<file path="src/rtl/spiEvtPkg.sv">
package spiEvtPkg;
  localparam int LANES = 4;       // bytes per register word
  localparam int CNT_FIELD = 6;   // width of each count field in the event word

  typedef enum logic [2:0] {
    ADDR_MODE   = 3'd0,
    ADDR_EVENT  = 3'd1,
    ADDR_MASK   = 3'd2,
    ADDR_TXDATA = 3'd3,
    ADDR_RXDATA = 3'd4
  } regAddrT;

  // control-to-datapath strobes
  typedef struct packed {
    logic [2:0] txPush;  // bytes pushed into transmit FIFO
    logic       txPop;   // engine pop
    logic       rxPush;  // engine push
    logic [2:0] rxPop;   // bytes popped by a register read
  } fifoStrobeT;
endpackage

</file>
<file path="src/rtl/byteFifo.sv">
module byteFifo #(
  parameter int DEPTH = 32,
  parameter int AW = $clog2(DEPTH),
  parameter int CW = AW + 1
) (
  input  logic          clk,
  input  logic          rstN,
  input  logic [2:0]    pushCnt,
  input  logic [31:0]   pushWord,
  input  logic [2:0]    popCnt,
  output logic [CW-1:0] count,
  output logic [31:0]   headWord
);
  logic [7:0]    mem [DEPTH];
  logic [AW-1:0] wrPtr, rdPtr;

  always_ff @(posedge clk) begin
    for (int i = 0; i < 4; i++) begin
      if (3'(i) < pushCnt) mem[wrPtr + AW'(i)] <= pushWord[31-8*i -: 8];
    end
  end

  always_ff @(posedge clk) begin
    if (!rstN) begin
      wrPtr <= '0;
      rdPtr <= '0;
      count <= '0;
    end else begin
      wrPtr <= wrPtr + AW'(pushCnt);
      rdPtr <= rdPtr + AW'(popCnt);
      count <= count + CW'(pushCnt) - CW'(popCnt);
    end
  end

  for (genvar g = 0; g < 4; g++) begin : gHead
    assign headWord[31-8*g -: 8] = mem[rdPtr + AW'(g)];
  end

  // the control never lets the FIFO exceed its depth
  assert_no_overflow_R6: assert property (@(posedge clk) disable iff (!rstN)
    (int'(count) + int'(pushCnt)) <= (DEPTH + int'(popCnt)));
  // never pop more bytes than are present
  assert_no_underflow_R4: assert property (@(posedge clk) disable iff (!rstN)
    int'(popCnt) <= int'(count));
endmodule

</file>
<file path="src/rtl/spiEvtDatapath.sv">
module spiEvtDatapath import spiEvtPkg::*; #(
  parameter int DEPTH = 32,
  parameter int CW = $clog2(DEPTH) + 1
) (
  input  logic          clk,
  input  logic          rstN,
  input  fifoStrobeT    strobe,
  input  logic [31:0]   txWord,
  input  logic [7:0]    rxByte,
  output logic [CW-1:0] txCount,
  output logic [CW-1:0] rxCount,
  output logic [31:0]   rxHead,
  output logic [7:0]    txByte,
  output logic          txHasData
);
  logic [31:0] txHead;

  byteFifo #(.DEPTH(DEPTH)) txFifo (
    .clk(clk), .rstN(rstN),
    .pushCnt(strobe.txPush), .pushWord(txWord),
    .popCnt({2'b00, strobe.txPop}),
    .count(txCount), .headWord(txHead)
  );

  byteFifo #(.DEPTH(DEPTH)) rxFifo (
    .clk(clk), .rstN(rstN),
    .pushCnt({2'b00, strobe.rxPush}), .pushWord({rxByte, 24'h0}),
    .popCnt(strobe.rxPop),
    .count(rxCount), .headWord(rxHead)
  );

  assign txByte    = txHead[31:24];
  assign txHasData = (txCount != '0);
endmodule

</file>
<file path="src/rtl/spiEvtCtrl.sv">
module spiEvtCtrl import spiEvtPkg::*; #(
  parameter int DEPTH = 32,
  parameter int CW = $clog2(DEPTH) + 1
) (
  input  logic          clk,
  input  logic          rstN,
  input  logic [2:0]    regAddr,
  input  logic          regWr,
  input  logic          regRd,
  input  logic          regByte,
  input  logic [31:0]   regWdata,
  input  logic          txEngPop,
  input  logic          rxEngPush,
  input  logic [CW-1:0] txCount,
  input  logic [CW-1:0] rxCount,
  input  logic [31:0]   rxHead,
  output fifoStrobeT    strobe,
  output logic [31:0]   regRdata,
  output logic          irq
);
  localparam logic [CW-1:0] DEPTH_C = CW'(DEPTH);
  localparam logic [CW-1:0] LANES_C = CW'(LANES);

  logic [7:0]    txThr, rxThr;
  logic [1:0]    maskBits, evtBits;   // [1] receive, [0] transmit
  logic [CW-1:0] txFree;
  logic          txWordWr, rxRead, evtWr;
  logic [2:0]    rxTake;
  logic [1:0]    evtSet, evtClr;
  logic [31:0]   rxWordData, rdMux;

  assign txFree   = DEPTH_C - txCount;
  assign txWordWr = regWr && (regAddr == ADDR_TXDATA) && (txFree >= LANES_C);
  assign rxRead   = regRd && (regAddr == ADDR_RXDATA);
  assign evtWr    = regWr && (regAddr == ADDR_EVENT);

  always_comb begin
    if (regByte)               rxTake = (rxCount != '0) ? 3'd1 : 3'd0;
    else if (rxCount >= LANES_C) rxTake = 3'd4;
    else                       rxTake = rxCount[2:0];
  end

  always_comb begin
    strobe.txPush = txWordWr ? 3'd4 : 3'd0;
    strobe.txPop  = txEngPop && (txCount != '0);
    strobe.rxPush = rxEngPush && (rxCount != DEPTH_C);
    strobe.rxPop  = rxRead ? rxTake : 3'd0;
  end

  for (genvar g = 0; g < LANES; g++) begin : gRxLane
    assign rxWordData[31-8*g -: 8] = (CW'(g) < rxCount) ? rxHead[31-8*g -: 8] : 8'h00;
  end

  always_comb begin
    case (regAddr)
      ADDR_MODE:   rdMux = {16'h0, txThr, rxThr};
      ADDR_EVENT:  rdMux = {2'b00, CNT_FIELD'(rxCount), 2'b00, CNT_FIELD'(txCount),
                            6'h0, evtBits, 8'h00};
      ADDR_MASK:   rdMux = {22'h0, maskBits, 8'h00};
      ADDR_RXDATA: rdMux = regByte ? {24'h0, rxWordData[31:24]} : rxWordData;
      default:     rdMux = 32'h0;
    endcase
  end

  assign evtSet[1] = {{(8-CW+1){1'b0}}, rxCount} > {1'b0, rxThr};
  assign evtSet[0] = {{(8-CW+1){1'b0}}, txFree} > {1'b0, txThr};
  assign evtClr    = evtWr ? regWdata[9:8] : 2'b00;

  always_ff @(posedge clk) begin
    if (!rstN) begin
      txThr    <= 8'd4;
      rxThr    <= 8'd3;
      maskBits <= 2'b00;
      evtBits  <= 2'b00;
      regRdata <= 32'h0;
    end else begin
      if (regRd) regRdata <= rdMux;
      if (regWr && regAddr == ADDR_MODE) {txThr, rxThr} <= regWdata[15:0];
      if (regWr && regAddr == ADDR_MASK) maskBits <= regWdata[9:8];
      evtBits <= (evtBits & ~evtClr) | evtSet;
    end
  end

  assign irq = |(evtBits & maskBits);

  // receive count above threshold latches the receive event next edge
  assert_rx_event_R7: assert property (@(posedge clk) disable iff (!rstN)
    ({2'b00, rxCount} > {1'b0, rxThr}) |=> evtBits[1]);
  // free space above threshold latches the transmit event next edge
  assert_tx_event_R8: assert property (@(posedge clk) disable iff (!rstN)
    ({2'b00, txFree} > {1'b0, txThr}) |=> evtBits[0]);
  // an event bit stays set unless a one is written to it
  assert_sticky_R9: assert property (@(posedge clk) disable iff (!rstN)
    (evtBits[1] && !(evtWr && regWdata[9])) |=> evtBits[1]);
  // a rejected word write leaves the transmit count alone
  assert_tx_reject_R3: assert property (@(posedge clk) disable iff (!rstN)
    (regWr && regAddr == ADDR_TXDATA && txFree < LANES_C && !txEngPop) |=> $stable(txCount));
endmodule

</file>
<file path="src/rtl/spiFifoEvtUnit.sv">
module spiFifoEvtUnit import spiEvtPkg::*; #(
  parameter int DEPTH = 32
) (
  input  logic        clk,
  input  logic        rstN,
  input  logic [2:0]  regAddr,
  input  logic        regWr,
  input  logic        regRd,
  input  logic        regByte,
  input  logic [31:0] regWdata,
  output logic [31:0] regRdata,
  input  logic        txPop,
  output logic [7:0]  txByte,
  output logic        txHasData,
  input  logic        rxPush,
  input  logic [7:0]  rxByte,
  output logic        irq
);
  localparam int CW = $clog2(DEPTH) + 1;

  fifoStrobeT    strobe;
  logic [CW-1:0] txCount, rxCount;
  logic [31:0]   rxHead;

  spiEvtCtrl #(.DEPTH(DEPTH)) ctrl (
    .clk(clk), .rstN(rstN), .regAddr(regAddr), .regWr(regWr), .regRd(regRd),
    .regByte(regByte), .regWdata(regWdata), .txEngPop(txPop), .rxEngPush(rxPush),
    .txCount(txCount), .rxCount(rxCount), .rxHead(rxHead),
    .strobe(strobe), .regRdata(regRdata), .irq(irq)
  );

  spiEvtDatapath #(.DEPTH(DEPTH)) dp (
    .clk(clk), .rstN(rstN), .strobe(strobe), .txWord(regWdata), .rxByte(rxByte),
    .txCount(txCount), .rxCount(rxCount), .rxHead(rxHead),
    .txByte(txByte), .txHasData(txHasData)
  );
endmodule

</file>
<file path="config.mk">
export PLATFORM = sky130hd
export DESIGN_NAME = spiFifoEvtUnit
export DESIGN_NICKNAME = d
export VERILOG_FILES = /design/src/rtl/spiEvtPkg.sv /design/src/rtl/byteFifo.sv /design/src/rtl/spiEvtDatapath.sv /design/src/rtl/spiEvtCtrl.sv /design/src/rtl/spiFifoEvtUnit.sv
export SDC_FILE = /design/constraint.sdc
export NUM_CORES = 1
export LEC_CHECK = 0
export BUFFER_PORTS_ARGS = -buffer_cell sky130_fd_sc_hd__buf_2
export CAP_MARGIN = 10
export CORE_MARGIN = 2
export CORE_UTILIZATION = 55
export CTS_CLUSTER_DIAMETER = 50
export DETAILED_ROUTE_END_ITERATION = 7
export PLACE_DENSITY = 0.74
export SLEW_MARGIN = 10
export SYNTH_ARGS = -nofsm -noshare
export SYNTH_HDL_FRONTEND = slang
export SYNTH_SLANG_ARGS = --single-unit
export TNS_END_PERCENT = 30
</file>
<file path="constraint.sdc">
create_clock -name clk -period 3.2 [get_ports clk]
set_input_delay 0.48 -clock clk [delete_from_list [all_inputs] [get_ports clk]]
set_output_delay 0.48 -clock clk [all_outputs]
set_load 0.02 [all_outputs]
</file>
==> results.toml <==
[finish]
fin_cells = 3115
area_growth_pct = 14.9
diodes = 0
nFillCells = 4078
nets = 2380
fin_util_pct = 63.9
drive_above_1_share_pct = 39.6

[place]
dp_hpwl_um = 63300
portBuffers = 91
placedCellCount = 2970
dp_worst_setup_slack_ns = 0.183
place_congestion = 0.996

[timing]
worst_slew_pin_slew_ns = 1.11
maxSlewHeadroom_pct = 25.2
finClkSkew_ns = 0.0219
setup_violations = 8
rsz0062_at_grt = "yes"
report.final.slew_viol_count = 0
period_share_pct = 104
setup_tns_ns = -0.640
max_freq_ghz = 0.301
hold_violations = 0
setup_slack_ns = -0.121
period_needed_ns = 3.32

[grt]
grt_pass1_vias = 21013
grt-ovfl-total = 0
antenna_found_initial = 1
grt_usage_pct = 30.3
grt_max_degree = 60
grt_pass1_wl_um = 135000

[floorplanning]
initial_core_util_pct = 55.6
die_w_um = 248
die_h_um = 248
dieArea_um2 = 61500
io-pin-count = 92
core_um2 = 58900
num_rows = 89

[worst_setup_path]
crit_type = "flip-flop to primary output"
endpoint_kind = "primary output"
critPathArrivalTime_ns = 2.84
required_ns = 2.72
path_max_fanout = 8
start_kind = "flip-flop"

[cts]
root_buffer = "clkbuf_16"
clock-sinks = 594
numCtsBuffers = 74
insertion_delay_ns = 0.63
cts_tree = "yes"
clk_path_buf_depth = 3
clk_transition_reported_paths_ns = 0.06
htreeDepth = 3

[yosys]
ys.flop_type = "edfxtp_1"
ys_seq_elements = 594
syn_avg_cell_area_um2 = 15.4
synth_area_um2 = 32700
synthCells = 2122
async_flop_share_pct = 0
synth_nets = 2220
synth_warnings = 0
synth_edf_count = 512
synth-seq-area-share_pct = 52.0
synth_cell_types = 71

[routing]
route.detailed.drc = 0
drt-total-wl_um = 92100
drt-pass1-iter-count = 6
drtAntennaViolNets = 0
dr.first_iter.drc_count = 2723
viasPerCell = 6.86
num_vias = 21380
routedWlPerCell_um = 29.6

[run_status]
status = "finished with violations"
violations = "setup timing"

[power_and_ir_drop]
ir_drop_mv = 0.527
power.total_w = 0.0215
p_leak_nw = 12.5
powerDensity_nw_per_um2 = 571

[min_path]
hp-class = "input port to flip-flop"

[flow_run]
maxCapViolCount = 0
-- sequential cells by signal, summed over array words and instances, names as in the netlist --
register / count
dp.txFifo.count: 6
ctrl.regRdata: 32
dp.rxFifo.rdPtr: 5
ctrl.txThr: 8
dp.txFifo.mem: 256
dp.rxFifo.mem: 256
ctrl.evtBits: 2
dp.txFifo.wrPtr: 3
ctrl.maskBits: 2
dp.rxFifo.wrPtr: 5
dp.txFifo.rdPtr: 5
dp.rxFifo.count: 6
ctrl.rxThr: 8
-- placed cells by master, fill, tap and decap left out, types with 36 or more instances in the layout --
master / Yosys / routed
nor2_1: 57 / 57
nand2_1: 172 / 172
mux2i_1: 88 / 88
a22oi_1: 37 / 37
inv_1: 39 / 39
and2_1: 36 / 36
clkbuf_16: 0 / 79
mux4_2: 311 / 311
ha_1: 45 / 44
buf_2: 65 / 84
nand3_1: 52 / 52
edfxtp_1: 512 / 512
buf_4: 14 / 130
mux2_2: 215 / 209
dfxtp_1: 82 / 76
-- cells in the mapped netlist (all sizes together), types with 9 or more instances --
| cell type | number | area share [%] |
|---|---|---|
| a21oi | 27 | 0.41 |
| a22oi | 37 | 0.85 |
| clkbuf | 66 | 0.76 |
| nand4 | 12 | 0.23 |
| a31oi | 19 | 0.36 |
| mux2 | 218 | 7.5 |
| a21boi | 19 | 0.44 |
| dfxtp | 82 | 5.0 |
| xor2 | 14 | 0.40 |
| and2 | 37 | 0.71 |
| xnor2 | 19 | 0.53 |
| nand2 | 172 | 2.0 |
| mux4 | 311 | 21 |
| o211ai | 10 | 0.23 |
| a22o | 15 | 0.40 |
| nand2b | 11 | 0.21 |
| o21ai | 32 | 0.49 |
| ha | 45 | 1.7 |
| nor2b | 16 | 0.31 |
| buf | 104 | 1.8 |
| mux2i | 88 | 2.7 |
| nor2 | 60 | 0.71 |
| o22ai | 9 | 0.17 |
| edfxtp | 512 | 47 |
| nand3 | 52 | 0.79 |
| inv | 39 | 0.45 |
-- final timing paths --
kind                       from            endpoint  slack (ns)  cells after the start
max          dp.txFifo.rdPtr[0]           txByte[6]       -0.12                      6
min                       regRd   ctrl.regRdata[29]        0.22                      2
max reg2reg  dp.txFifo.count[4]  dp.txFifo.count[5]        0.17                     14
min reg2reg   ctrl.regRdata[31]   ctrl.regRdata[31]        0.47                      2
-- cell type report --
cell class / count / area (µm²) / share of cell area (%)
Tap cell: 773 / 967 / 2.57
Clock inverter: 52 / 574 / 1.53
Timing Repair Buffer: 254 / 2150 / 5.71
Clock buffer: 84 / 1920 / 5.10
Sequential cell: 594 / 17000 / 45.2
Inverter: 40 / 150 / 0.399
Multi-Input combinational cell: 1318 / 14800 / 39.4
-- cells by family (layout without fill, tap and decap cells) --
group | Yosys count | after routing | synth area share (%)
muxes | 617 | 617 | 31.6
adders and majority gates | 48 | 48 | 1.90
buffers and inverters | 210 | 430 | 3.00
AOI/OAI and AO/OA | 219 | 219 | 4.73
xor gates and xnor gates | 33 | 33 | 0.928
DFF | 594 | 594 | 52.0
and+or+nand+nor | 401 | 401 | 5.91
-- through the flow --
step	instance area (µm²)	hold slack, ns
2_1_floorplan	32800	0.448
3_3_place_gp	34900	0.456
3_5_place_dp	34900	0.465
4_1_cts	37400	0.189
5_1_grt	37600	0.221
6_report	37600	0.218
-- critical path, cell delays in order, from the launching register on --
cell and delay (ns):
dfxtp_4 0.41, clkbuf_16 0.19, buf_16 0.15, mux4_2 0.55
mux4_2 0.50, mux2_4 0.29, buf_6 0.13
-- power by group --
group	total, W	switching [W]	internal [W]
logic	0.00425	0.00214	0.00211
clock network	0.00843	0.00345	0.00498
registers	0.00881	0.000217	0.00860
total	0.0215	0.00581	0.0157
-- layer usage --
| layer | vias to the layer above | wire length (µm) | GRT usage (%) |
|---|---|---|---|
| met5 | - | 8 | 0 |
| met4 | 2 | 2980 | 10.0 |
| met3 | 204 | 11800 | 8.32 |
| met2 | 1341 | 42100 | 46.0 |
| met1 | 10916 | 35200 | 42.5 |
| li1 | 8917 | - | - |
-- repair_timing --
action	CTS	global route
gates resized for setup	6	25
gates cloned	1	4
pin swaps	0	0
hold buffers	0	0
setup buffers	4	0
setup endpoints to repair	8	12
Power figures use the tool's default switching activity.
